==> src/rtl/sg_pkg.sv <==
package sg_pkg;
  typedef enum logic {
    ST_HUNT = 1'b0,
    ST_LOCK = 1'b1
  } sg_state_e;
endpackage

==> src/rtl/sg_rst_sync.sv <==
module sg_rst_sync (
  input  logic clk,
  input  logic rst_n,
  output logic rst_sync_n
);
  logic [1:0] sync_q;

  always_ff @(posedge clk or negedge rst_n) begin
    if (!rst_n) sync_q <= 2'b00;
    else        sync_q <= {sync_q[0], 1'b1};
  end

  assign rst_sync_n = sync_q[1];
endmodule

==> src/rtl/sg_cfg_regs.sv <==
module sg_cfg_regs #(
  parameter int FIELD_W = 4,
  parameter logic [2*FIELD_W-1:0] DEF_LIM  = 8'h22,
  parameter logic [2*FIELD_W-1:0] DEF_PROT = 8'h17
) (
  input  logic                 clk,
  input  logic                 rst_n,
  input  logic                 cfg_wr,
  input  logic                 cfg_sel,
  input  logic [2*FIELD_W-1:0] cfg_data,
  output logic [FIELD_W-1:0]   lim_acq,
  output logic [FIELD_W-1:0]   lim_hold,
  output logic [FIELD_W-1:0]   run_acq,
  output logic [FIELD_W-1:0]   run_hold
);
  localparam int CFG_W = 2 * FIELD_W;

  logic [CFG_W-1:0] lim_q, lim_d, run_q, run_d;
  logic             lim_en, run_en;

  always_comb begin
    lim_en = cfg_wr && !cfg_sel;
    run_en = cfg_wr &&  cfg_sel;
    lim_d  = lim_en ? cfg_data : lim_q;
    run_d  = run_en ? cfg_data : run_q;
  end

  always_ff @(posedge clk or negedge rst_n) begin
    if (!rst_n) begin
      lim_q <= DEF_LIM;
      run_q <= DEF_PROT;
    end else begin
      lim_q <= lim_d;
      run_q <= run_d;
    end
  end

  assign lim_acq  = lim_q[CFG_W-1:FIELD_W];
  assign lim_hold = lim_q[FIELD_W-1:0];
  assign run_acq  = run_q[CFG_W-1:FIELD_W];
  assign run_hold = run_q[FIELD_W-1:0];

  AST_CFG_HOLD: assert property (@(posedge clk) disable iff (!rst_n)
    !cfg_wr |=> ($stable(lim_q) && $stable(run_q)));
endmodule

==> src/rtl/sg_lock_fsm.sv <==
module sg_lock_fsm
  import sg_pkg::*;
#(
  parameter int FIELD_W = 4,
  parameter int ERR_W   = 5
) (
  input  logic               clk,
  input  logic               rst_n,
  input  logic               mark_det,
  input  logic               mark_pos,
  input  logic [ERR_W-1:0]   mark_err,
  input  logic [FIELD_W-1:0] lim_acq,
  input  logic [FIELD_W-1:0] lim_hold,
  input  logic [FIELD_W-1:0] run_acq,
  input  logic [FIELD_W-1:0] run_hold,
  output logic               locked,
  output logic               start_pulse
);
  localparam int CW = (ERR_W > FIELD_W) ? ERR_W : FIELD_W;

  sg_state_e         st_q, st_d;
  logic [FIELD_W-1:0] hit_q, hit_d, miss_q, miss_d, base;
  logic              pulse_q, pulse_d;
  logic [CW-1:0]     err_x;
  logic              good_acq, good_hold, on_time, restart;

  always_comb begin
    err_x     = CW'(mark_err);
    good_acq  = mark_det && (err_x <= CW'(lim_acq));
    good_hold = mark_det && (err_x <= CW'(lim_hold));
    on_time   = good_acq && (mark_pos || (hit_q == '0));
    restart   = good_acq && !on_time;
    base      = restart ? '0 : hit_q;

    st_d    = st_q;
    hit_d   = hit_q;
    miss_d  = miss_q;
    pulse_d = 1'b0;

    unique case (st_q)
      ST_HUNT: begin
        if (on_time || restart) begin
          if (base >= run_acq) begin
            st_d    = ST_LOCK;
            hit_d   = '0;
            miss_d  = '0;
            pulse_d = 1'b1;
          end else begin
            hit_d = base + 1'b1;
          end
        end else if (mark_pos) begin
          hit_d = '0;
        end
      end
      ST_LOCK: begin
        if (mark_pos) begin
          if (good_hold) begin
            miss_d  = '0;
            pulse_d = 1'b1;
          end else if (miss_q >= run_hold) begin
            st_d   = ST_HUNT;
            miss_d = '0;
            hit_d  = '0;
          end else begin
            miss_d  = miss_q + 1'b1;
            pulse_d = 1'b1;
          end
        end
      end
      default: st_d = ST_HUNT;
    endcase
  end

  always_ff @(posedge clk or negedge rst_n) begin
    if (!rst_n) begin
      st_q    <= ST_HUNT;
      hit_q   <= '0;
      miss_q  <= '0;
      pulse_q <= 1'b0;
    end else begin
      st_q    <= st_d;
      hit_q   <= hit_d;
      miss_q  <= miss_d;
      pulse_q <= pulse_d;
    end
  end

  assign locked      = (st_q == ST_LOCK);
  assign start_pulse = pulse_q;

  AST_PULSE_ONLY_LOCKED: assert property (@(posedge clk) disable iff (!rst_n)
    start_pulse |-> locked);
  AST_LOCK_AFTER_MARKER: assert property (@(posedge clk) disable iff (!rst_n)
    $rose(locked) |-> $past(mark_det));
  AST_DROP_AT_POSITION: assert property (@(posedge clk) disable iff (!rst_n)
    $fell(locked) |-> $past(mark_pos));
  AST_FLYWHEEL_PULSE: assert property (@(posedge clk) disable iff (!rst_n)
    (locked && mark_pos) |=> (start_pulse || !locked));
  AST_OFFPOS_QUIET: assert property (@(posedge clk) disable iff (!rst_n)
    (locked && !mark_pos) |=> (locked && !start_pulse));
endmodule

==> src/rtl/sync_guard.sv <==
module sync_guard #(
  parameter int FIELD_W = 4,
  parameter int ERR_W   = 5,
  parameter logic [2*FIELD_W-1:0] DEF_LIM  = 8'h22,
  parameter logic [2*FIELD_W-1:0] DEF_PROT = 8'h17
) (
  input  logic                 clk,
  input  logic                 rst_n,
  input  logic                 cfg_wr,
  input  logic                 cfg_sel,
  input  logic [2*FIELD_W-1:0] cfg_data,
  input  logic                 mark_det,
  input  logic                 mark_pos,
  input  logic [ERR_W-1:0]     mark_err,
  output logic                 locked,
  output logic                 start_pulse
);
  logic               rst_i_n;
  logic [FIELD_W-1:0] lim_acq, lim_hold, run_acq, run_hold;

  sg_rst_sync u_rst (
    .clk        (clk),
    .rst_n      (rst_n),
    .rst_sync_n (rst_i_n)
  );

  sg_cfg_regs #(
    .FIELD_W  (FIELD_W),
    .DEF_LIM  (DEF_LIM),
    .DEF_PROT (DEF_PROT)
  ) u_cfg (
    .clk      (clk),
    .rst_n    (rst_i_n),
    .cfg_wr   (cfg_wr),
    .cfg_sel  (cfg_sel),
    .cfg_data (cfg_data),
    .lim_acq  (lim_acq),
    .lim_hold (lim_hold),
    .run_acq  (run_acq),
    .run_hold (run_hold)
  );

  sg_lock_fsm #(
    .FIELD_W (FIELD_W),
    .ERR_W   (ERR_W)
  ) u_fsm (
    .clk         (clk),
    .rst_n       (rst_i_n),
    .mark_det    (mark_det),
    .mark_pos    (mark_pos),
    .mark_err    (mark_err),
    .lim_acq     (lim_acq),
    .lim_hold    (lim_hold),
    .run_acq     (run_acq),
    .run_hold    (run_hold),
    .locked      (locked),
    .start_pulse (start_pulse)
  );
endmodule

==> config.mk <==
export PLATFORM = sky130hd
export DESIGN_NAME = sync_guard
export DESIGN_NICKNAME = d
export VERILOG_FILES = /design/src/rtl/sg_pkg.sv /design/src/rtl/sg_rst_sync.sv /design/src/rtl/sg_cfg_regs.sv /design/src/rtl/sg_lock_fsm.sv /design/src/rtl/sync_guard.sv
export SDC_FILE = /design/constraint.sdc
export NUM_CORES = 1
export LEC_CHECK = 0
export BUFFER_PORTS_ARGS = -buffer_cell sky130_fd_sc_hd__buf_2
export CELL_PAD_IN_SITES_DETAIL_PLACEMENT = 1
export CELL_PAD_IN_SITES_GLOBAL_PLACEMENT = 2
export CORE_MARGIN = 5
export CORE_UTILIZATION = 37
export DETAILED_ROUTE_END_ITERATION = 12
export PLACE_DENSITY = 0.8
export SLEW_MARGIN = 20
export SYNTH_ARGS = -nofsm -noshare
export SYNTH_HDL_FRONTEND = slang
export SYNTH_SLANG_ARGS = --single-unit
==> constraint.sdc <==
create_clock -name clk -period 1.05 [get_ports clk]
set_clock_uncertainty 0.15 [all_clocks]
set_input_delay 0 -clock clk [delete_from_list [all_inputs] [get_ports clk]]
set_output_delay 0 -clock clk [all_outputs]
set_load 0.02 [all_outputs]
# [Word level (Yosys, flattened, before mapping)]
# Index checks and enable logic that the tools add are counted.
[totals] reg_bits=28 in_bits=19 output_inout_bits=2 word_cells=55
[op_classes] add_sub_neg=2 order_cmp=4 eq_ne=6 n_mux=22 bitwise_logic=1 n_reduce_logical=13
[ops] operator="4-bit two-way mux" count=12
[ops] operator="4-bit case mux with 2 select lines" count=2
[ops] operator="5-bit by 4-bit <= comparator with 1-bit output" count=2
[ops] operator="4-bit by 1-bit adder with 4-bit output (second input constant)" count=2
[ops] operator="4-bit greater-or-equal comparator" count=2
[ops] operator="1-bit logical AND" count=6
[ops] operator="1-bit two-way mux" count=6
[ops] operator="2-bit != test (second input constant)" count=3
[ops] operator="4-bit logical NOT" count=1
[ops] operator="2-bit by 1-bit != test with 1-bit output (second input constant)" count=2
[ops] operator="1-bit case mux with 2 select lines" count=2
[ops] operator="4-bit AND reduction" count=1
[ops] operator="3-bit by 2-bit != test with 1-bit output (second input constant)" count=1
[ops] operator="3-bit AND reduction" count=1
[ops] operator="1-bit logical NOT" count=2
[ops] operator="1-bit logical OR" count=2
[ops] operator="1-bit NOT" count=1

# [Depth between registers and ports, before layout]
[logic_depth] ltp_word=10 mapped_depth=12 ltp_nobuf=12

# [By module]
# A second synthesis with hierarchy kept.
[hier_totals] hier_cells=148 area_unflattened_um2=1686.6
[modules_own_cells] module="sg_lock_fsm" instances=1 cells_each=110 area_per_inst_um2=983.4 seq_area_each_um2=250.2
[modules_own_cells] module="sg_cfg_regs" instances=1 cells_each=35 area_per_inst_um2=649.4 seq_area_each_um2=407.9
[modules_own_cells] module="sg_rst_sync" instances=1 cells_each=3 area_per_inst_um2=53.8 seq_area_each_um2=50.0

# [Worst setup path after synthesis]
# Ideal clock, no wire load.
[synth_path] path_kind="reg-to-reg" startpoint="register u_cfg.lim_q[5]" endpoint="register u_fsm.miss_q[1]" setup_time_ns=0.125 arrival_time_ns=2.641 t_required_ns=0.775 setup_slack_ns=-1.866 path_stages_with_launch=13 n_path_buf=0 synth_period_minus_slack_ns=2.916 path_cell_list="dfstp_2 > inv_1 > ha_1 > and3_1 > nand3_1 > and2_1 > o21ai_0 > ha_1 > nand2b_1 > a21oi_1 > o21a_1 > o31ai_2 > mux2_4"
[synth_via] elab_chain_cells=9 elab_cells_between_ends=11 classes_between="2 x order compare; 2 x eq/ne; 1 x mux; 6 x reduce/logical"
[synth_lines] item="from (decl)" line="sg_cfg_regs.sv:18" rtl="logic [CFG_W-1:0] lim_q, lim_d, run_q, run_d;"
[synth_lines] item="from (signal assigned)" line="sg_cfg_regs.sv:33" rtl="lim_q <= lim_d;"
[synth_lines] item="5-bit by 4-bit <= comparator with 1-bit output *" line="sg_lock_fsm.sv:29" rtl="good_acq = mark_det && (err_x <= CW'(lim_acq));"
[synth_lines] item="1-bit logical AND *" line="sg_lock_fsm.sv:29"
[synth_lines] item="1-bit logical AND" line="sg_lock_fsm.sv:31" rtl="on_time = good_acq && (mark_pos || (hit_q == '0));"
[synth_lines] item="1-bit logical NOT" line="sg_lock_fsm.sv:32" rtl="restart = good_acq && !on_time;"
[synth_lines] item="1-bit logical AND" line="sg_lock_fsm.sv:32"
[synth_lines] item="4-bit two-way mux" line="sg_lock_fsm.sv:33" rtl="base = restart ? '0 : hit_q;"
[synth_lines] item="4-bit greater-or-equal comparator" line="sg_lock_fsm.sv:43" rtl="if (base >= run_acq) begin"
[synth_lines] item="2-bit by 1-bit != test with 1-bit output (no line)"
[synth_lines] item="3-bit AND reduction (no line) *"
[synth_lines] item="to (signal assigned)" line="sg_lock_fsm.sv:83" rtl="miss_q <= miss_d;"
[synth_lines] item="to (decl)" line="sg_lock_fsm.sv:22" rtl="logic [FIELD_W-1:0] hit_q, hit_d, miss_q, miss_d, base;"
# Every way passes the cells marked *; elsewhere a longest branch is shown, timed or not.
# A chain may end at the register's enable or synchronous reset.

# [Worst setup path after layout]
[layout_path] startpoint="register u_cfg.lim_q[5]" endpoint="register u_fsm.miss_q[3]"
# The elaborated chain is that of the path after synthesis.

==> impl.org <==
** Worst setup path
- Required arrival time at the worst endpoint :: 1.05 ns
- Following the worst setup path forward leads to its endpoint at u_fsm.miss_q[3]$_DFFE_PN0P_.
- The startpoint identified for the worst register-to-register timing path is u_cfg.lim_q[5]$_DFFE_PN1P_.
- Source of the critical timing path :: u_cfg.lim_q[5]$_DFFE_PN1P_
- Largest fanout of any net on the critical path :: 5
- STA classifies the critical path endpoint as a register.
- For the worst flop-to-flop path, the logic depth is 13.
- Arrival time of the worst setup path :: 2.88 ns
- CP startpoint kind :: register
- By startpoint and endpoint, the worst setup path is classified as reg -> reg.
- In this run the critical register-to-register path is captured at u_fsm.miss_q[3]$_DFFE_PN0P_.
- Slack of the worst reg-to-reg path :: -1.83 ns

** Die
- After floorplanning, the core was divided into 24 placement rows.
- In this run the standard cell core region covers 0.00435 mm^2.
- In this run the vertical extent of the chip is 77.2 um.
- Initial cell density of the core :: 38.4%
- Chip Width :: 77.2 um
- For this design the top-level I/O count stands at 21.
- The die covers 0.00596 mm^2.

** Placement
- Prior to clock tree synthesis, the placed netlist has a worst setup slack of -1.85 ns.
- Detailed placement finished with a half-perimeter wire length of 3420 um.
- Input and output buffers added on the ports amount to 20.
- Routability-driven placement finished with a final weighted congestion of 0.869.

** Cells and area
- Counting the fill cells in the layout gives 477.
- Most common library cell in the layout ignoring fill and taps :: sky130_fd_sc_hd__buf_4
- The top cell types in the final layout, fill and taps aside, are sky130_fd_sc_hd__buf_4, sky130_fd_sc_hd__dfrtp_1, sky130_fd_sc_hd__buf_2.
- From synthesis to final layout, the design area changed by 46.9%.
- The net count of the finished layout is 265.
- Diode count :: 0
- In the final layout, the share of cells above drive strength 1 is 47.1%.
- Cells fill 56.4% of the core in the end.

** CTS
- CTS root buffer :: sky130_fd_sc_hd__clkbuf_8
- For this design, the sink count on the clock tree is 28.
- Clock-pin slew reported for the worst setup and hold paths after clock tree synthesis :: 0.10 ns
- Latest clock arrival within the worst-skew pair :: 0.28 ns
- TritonCTS created 3 clock buffers.
- TritonCTS built the clock tree.
- CTS built an H-tree with a depth of 1.
- The longest clock path from root to sink contains 2 buffers.

** Synth
- The netlist uses 38 different library cells.
- After synthesis, flip-flops and latches occupy 42.4% of the total area.
- Warnings from Yosys :: 0
- The average instance in the mapped netlist occupies 10.7 um^2.
- Counting every net in the synthesized netlist gives 193.
- In this run, synthesis produced a sequential element count of 28.
- Cell count after synthesis :: 156
- Netlist Area Pre-Place :: 0.00167 mm^2

** Power
- PwrDens :: 1820 mW/mm^2
- The worst-case IR drop observed on VDD is 0.719 mV.
- The analysis attributes to cell leakage a power of 1.19 nW.
- Total chip power :: 4.46 mW

** Global route
- met2 is the most crowded layer.
- Number of antenna violations at the first check in global routing :: 0
- Global-route congestion overflow total :: 0
- For met3 alone, demand over resource in global routing was 2.11%.
- The number of global-route vias before repair was 1649.
- Global routing used 19.1% of the available met1 tracks.
- Entering global routing, the biggest net connects 17 pins.
- Met2 usage :: 29.7%
- First-pass GRT wire length :: 7760 um
- For this run, the total global-route usage over all layers was measured as 15.9%.

** Routing
- In this run, the number of DRC markers left after iteration 0 of detailed routing was 43.
- Overall via count from detail_route :: 1435
- In the routed layout, each cell is associated on average with a via count of 5.14.
- After detailed routing, the total wire length is 4670 um.
- DR pass1 iterations :: 4
- Remaining antenna violation count after routing :: 0
- For this run, design rule violations remaining after detail routing come to 0.
- After detailed routing, the average wire length per cell comes to 16.7 um.

** STA
- Final hold violations :: 0
- Highest clock frequency the design can meet :: 348 MHz
- Setup repair after global routing could not meet its margin everywhere.
- Clock period minus final worst setup slack :: 2.88 ns
- Finish-stage setup viols :: 11
- Number of pins with negative max-slew slack in the final report :: 0
- Crit path setup slack, layout :: -1.83 ns
- Period utilisation layout :: 274%

** Outcome
- Status :: finished with violations
- The final reports fail on negative setup slack.

** Flow run
- The tool flagged a number of max-cap violations equal to 0.

** Hold path
- Class of the tightest hold or removal check :: in -> reg
==> how the worst min path moves through the flow <==
stage | from | end | slack, ns | cells after the start
after floorplan | rst_n | u_rst.sync_q[0]$_DFF_PN0_ | -0.45 | 0
after global placement | rst_n | u_rst.sync_q[0]$_DFF_PN0_ | -0.37 | 1
after detailed placement | rst_n | u_rst.sync_q[0]$_DFF_PN0_ | -0.36 | 1
after CTS | cfg_sel | u_cfg.lim_q[7]$_DFFE_PN0P_ | 0.01 | 4
after global routing | cfg_sel | u_cfg.lim_q[6]$_DFFE_PN0P_ | 0.03 | 5
final | cfg_sel | u_cfg.lim_q[7]$_DFFE_PN0P_ | 0.01 | 4
==> worst max-delay path, stage by stage, from the launching register on <==
cell,delay (ns)
sky130_fd_sc_hd__dfstp_2,0.55
sky130_fd_sc_hd__inv_2,0.05
sky130_fd_sc_hd__ha_4,0.25
sky130_fd_sc_hd__and3_4,0.16
sky130_fd_sc_hd__nand3_2,0.07
sky130_fd_sc_hd__and2_4,0.19
sky130_fd_sc_hd__nor2_4,0.11
sky130_fd_sc_hd__nor2b_1,0.06
sky130_fd_sc_hd__ha_1,0.31
sky130_fd_sc_hd__nand2_1,0.06
sky130_fd_sc_hd__o21a_1,0.21
sky130_fd_sc_hd__buf_6,0.15
sky130_fd_sc_hd__o311ai_2,0.28
sky130_fd_sc_hd__o211ai_1,0.14
==> flip-flops by register name, summed over array words and instances (netlist names) <==
| signal | count |
|---|---|
| u_fsm.locked | 1 |
| u_fsm.start_pulse | 1 |
| u_cfg.run_q | 8 |
| u_fsm.hit_q | 4 |
| u_fsm.miss_q | 4 |
| u_rst.sync_q | 2 |
| u_cfg.lim_q | 8 |
==> stage by stage <==
stage	instance area, um^2	setup TNS, ns	hold WS [ns]	instances
after floorplan	1710	-15.13	-0.446	156
after global placement	2140	-16.68	-0.365	258
after detailed placement	2140	-17.60	-0.359	258
after CTS	2390	-17.71	0.00964	274
after global routing	2450	-19.32	0.0300	279
final	2450	-17.96	0.0116	279
==> synth_stat cells <==
master / n / area, um^2
sky130_fd_sc_hd__dfstp_2: 6 / 158
sky130_fd_sc_hd__mux2i_1: 1 / 10.0
sky130_fd_sc_hd__xnor2_1: 1 / 8.76
sky130_fd_sc_hd__mux2_2: 10 / 113
sky130_fd_sc_hd__o21ai_0: 9 / 45.0
sky130_fd_sc_hd__and2_1: 3 / 18.8
sky130_fd_sc_hd__a31oi_4: 1 / 21.3
sky130_fd_sc_hd__clkbuf_1: 3 / 11.3
sky130_fd_sc_hd__dfrtp_1: 22 / 551
sky130_fd_sc_hd__nor2_1: 5 / 18.8
sky130_fd_sc_hd__nand2b_1: 4 / 25.0
sky130_fd_sc_hd__and3b_4: 1 / 12.5
sky130_fd_sc_hd__a31oi_1: 2 / 12.5
sky130_fd_sc_hd__a2111oi_4: 1 / 27.5
sky130_fd_sc_hd__nand4b_1: 2 / 17.5
sky130_fd_sc_hd__nand4_1: 2 / 12.5
sky130_fd_sc_hd__and2b_1: 1 / 7.51
sky130_fd_sc_hd__nand2_1: 10 / 37.5
sky130_fd_sc_hd__a22o_1: 2 / 17.5
sky130_fd_sc_hd__o2111ai_1: 2 / 17.5
sky130_fd_sc_hd__a21bo_1: 1 / 10.0
sky130_fd_sc_hd__o21a_1: 3 / 22.5
sky130_fd_sc_hd__a21oi_1: 4 / 20.0
sky130_fd_sc_hd__o31ai_2: 1 / 12.5
sky130_fd_sc_hd__a32o_1: 1 / 10.0
sky130_fd_sc_hd__nor2b_1: 4 / 25.0
sky130_fd_sc_hd__mux2_4: 1 / 15.0
sky130_fd_sc_hd__inv_1: 19 / 71.3
sky130_fd_sc_hd__o31a_1: 1 / 8.76
sky130_fd_sc_hd__o211ai_1: 3 / 22.5
sky130_fd_sc_hd__conb_1: 1 / 3.75
sky130_fd_sc_hd__and3_2: 1 / 7.51
sky130_fd_sc_hd__o21ai_2: 1 / 8.76
sky130_fd_sc_hd__ha_1: 18 / 225
sky130_fd_sc_hd__nand3_1: 4 / 20.0
sky130_fd_sc_hd__o311ai_0: 2 / 17.5
sky130_fd_sc_hd__a2111oi_2: 1 / 15.0
sky130_fd_sc_hd__and3_1: 2 / 12.5
==> cells by family after synthesis <==
family | synth area share [%]
AO/OA/AOI/OAI | 17.3
XOR/XNOR | 0.524
adder cells (fa/ha/maj) | 13.5
buffers and inverters | 4.94
flip-flops | 42.4
multiplexers | 8.24
other | 0.225
AND/OR/NAND/NOR | 12.9
==> final cells by class <==
| cell class | instances | area (um^2) | share of cell area (%) |
|---|---|---|---|
| clock buffer | 3 | 41.3 | 1.68 |
| sequential | 28 | 709 | 28.9 |
| clock inverter | 1 | 30.0 | 1.22 |
| inverter | 19 | 71.3 | 2.91 |
| timing repair buffer | 70 | 544 | 22.2 |
| multi-input combinational | 106 | 992 | 40.4 |
| tap | 52 | 65.1 | 2.65 |
==> repair_timing <==
item,4_1_cts,5_1_grt
pin swaps,11,1
gates resized for setup,17,6
setup buffers,2,5
hold buffers,10,0
setup endpoints to repair,12,12
hold endpoints to repair,18,0
==> power by group <==
group	switching, mW	internal [mW]	leakage (nW)
Sequential	0.153	1.31	0.339
Combinational	0.967	1.16	0.817
Clock	0.356	0.511	0.0357
Total	1.48	2.98	1.19
==> layer usage <==
| metal | wire (um) | vias up | share of wire, % |
|---|---|---|---|
| met5 | 0 | - | 0 |
| li1 | - | 705 | - |
| met1 | 2040 | 711 | 44 |
| met3 | 81 | 4 | 1.7 |
| met2 | 2500 | 15 | 53 |
| met4 | 51 | 0 | 1.1 |
(Power assumes the default switching activity.)
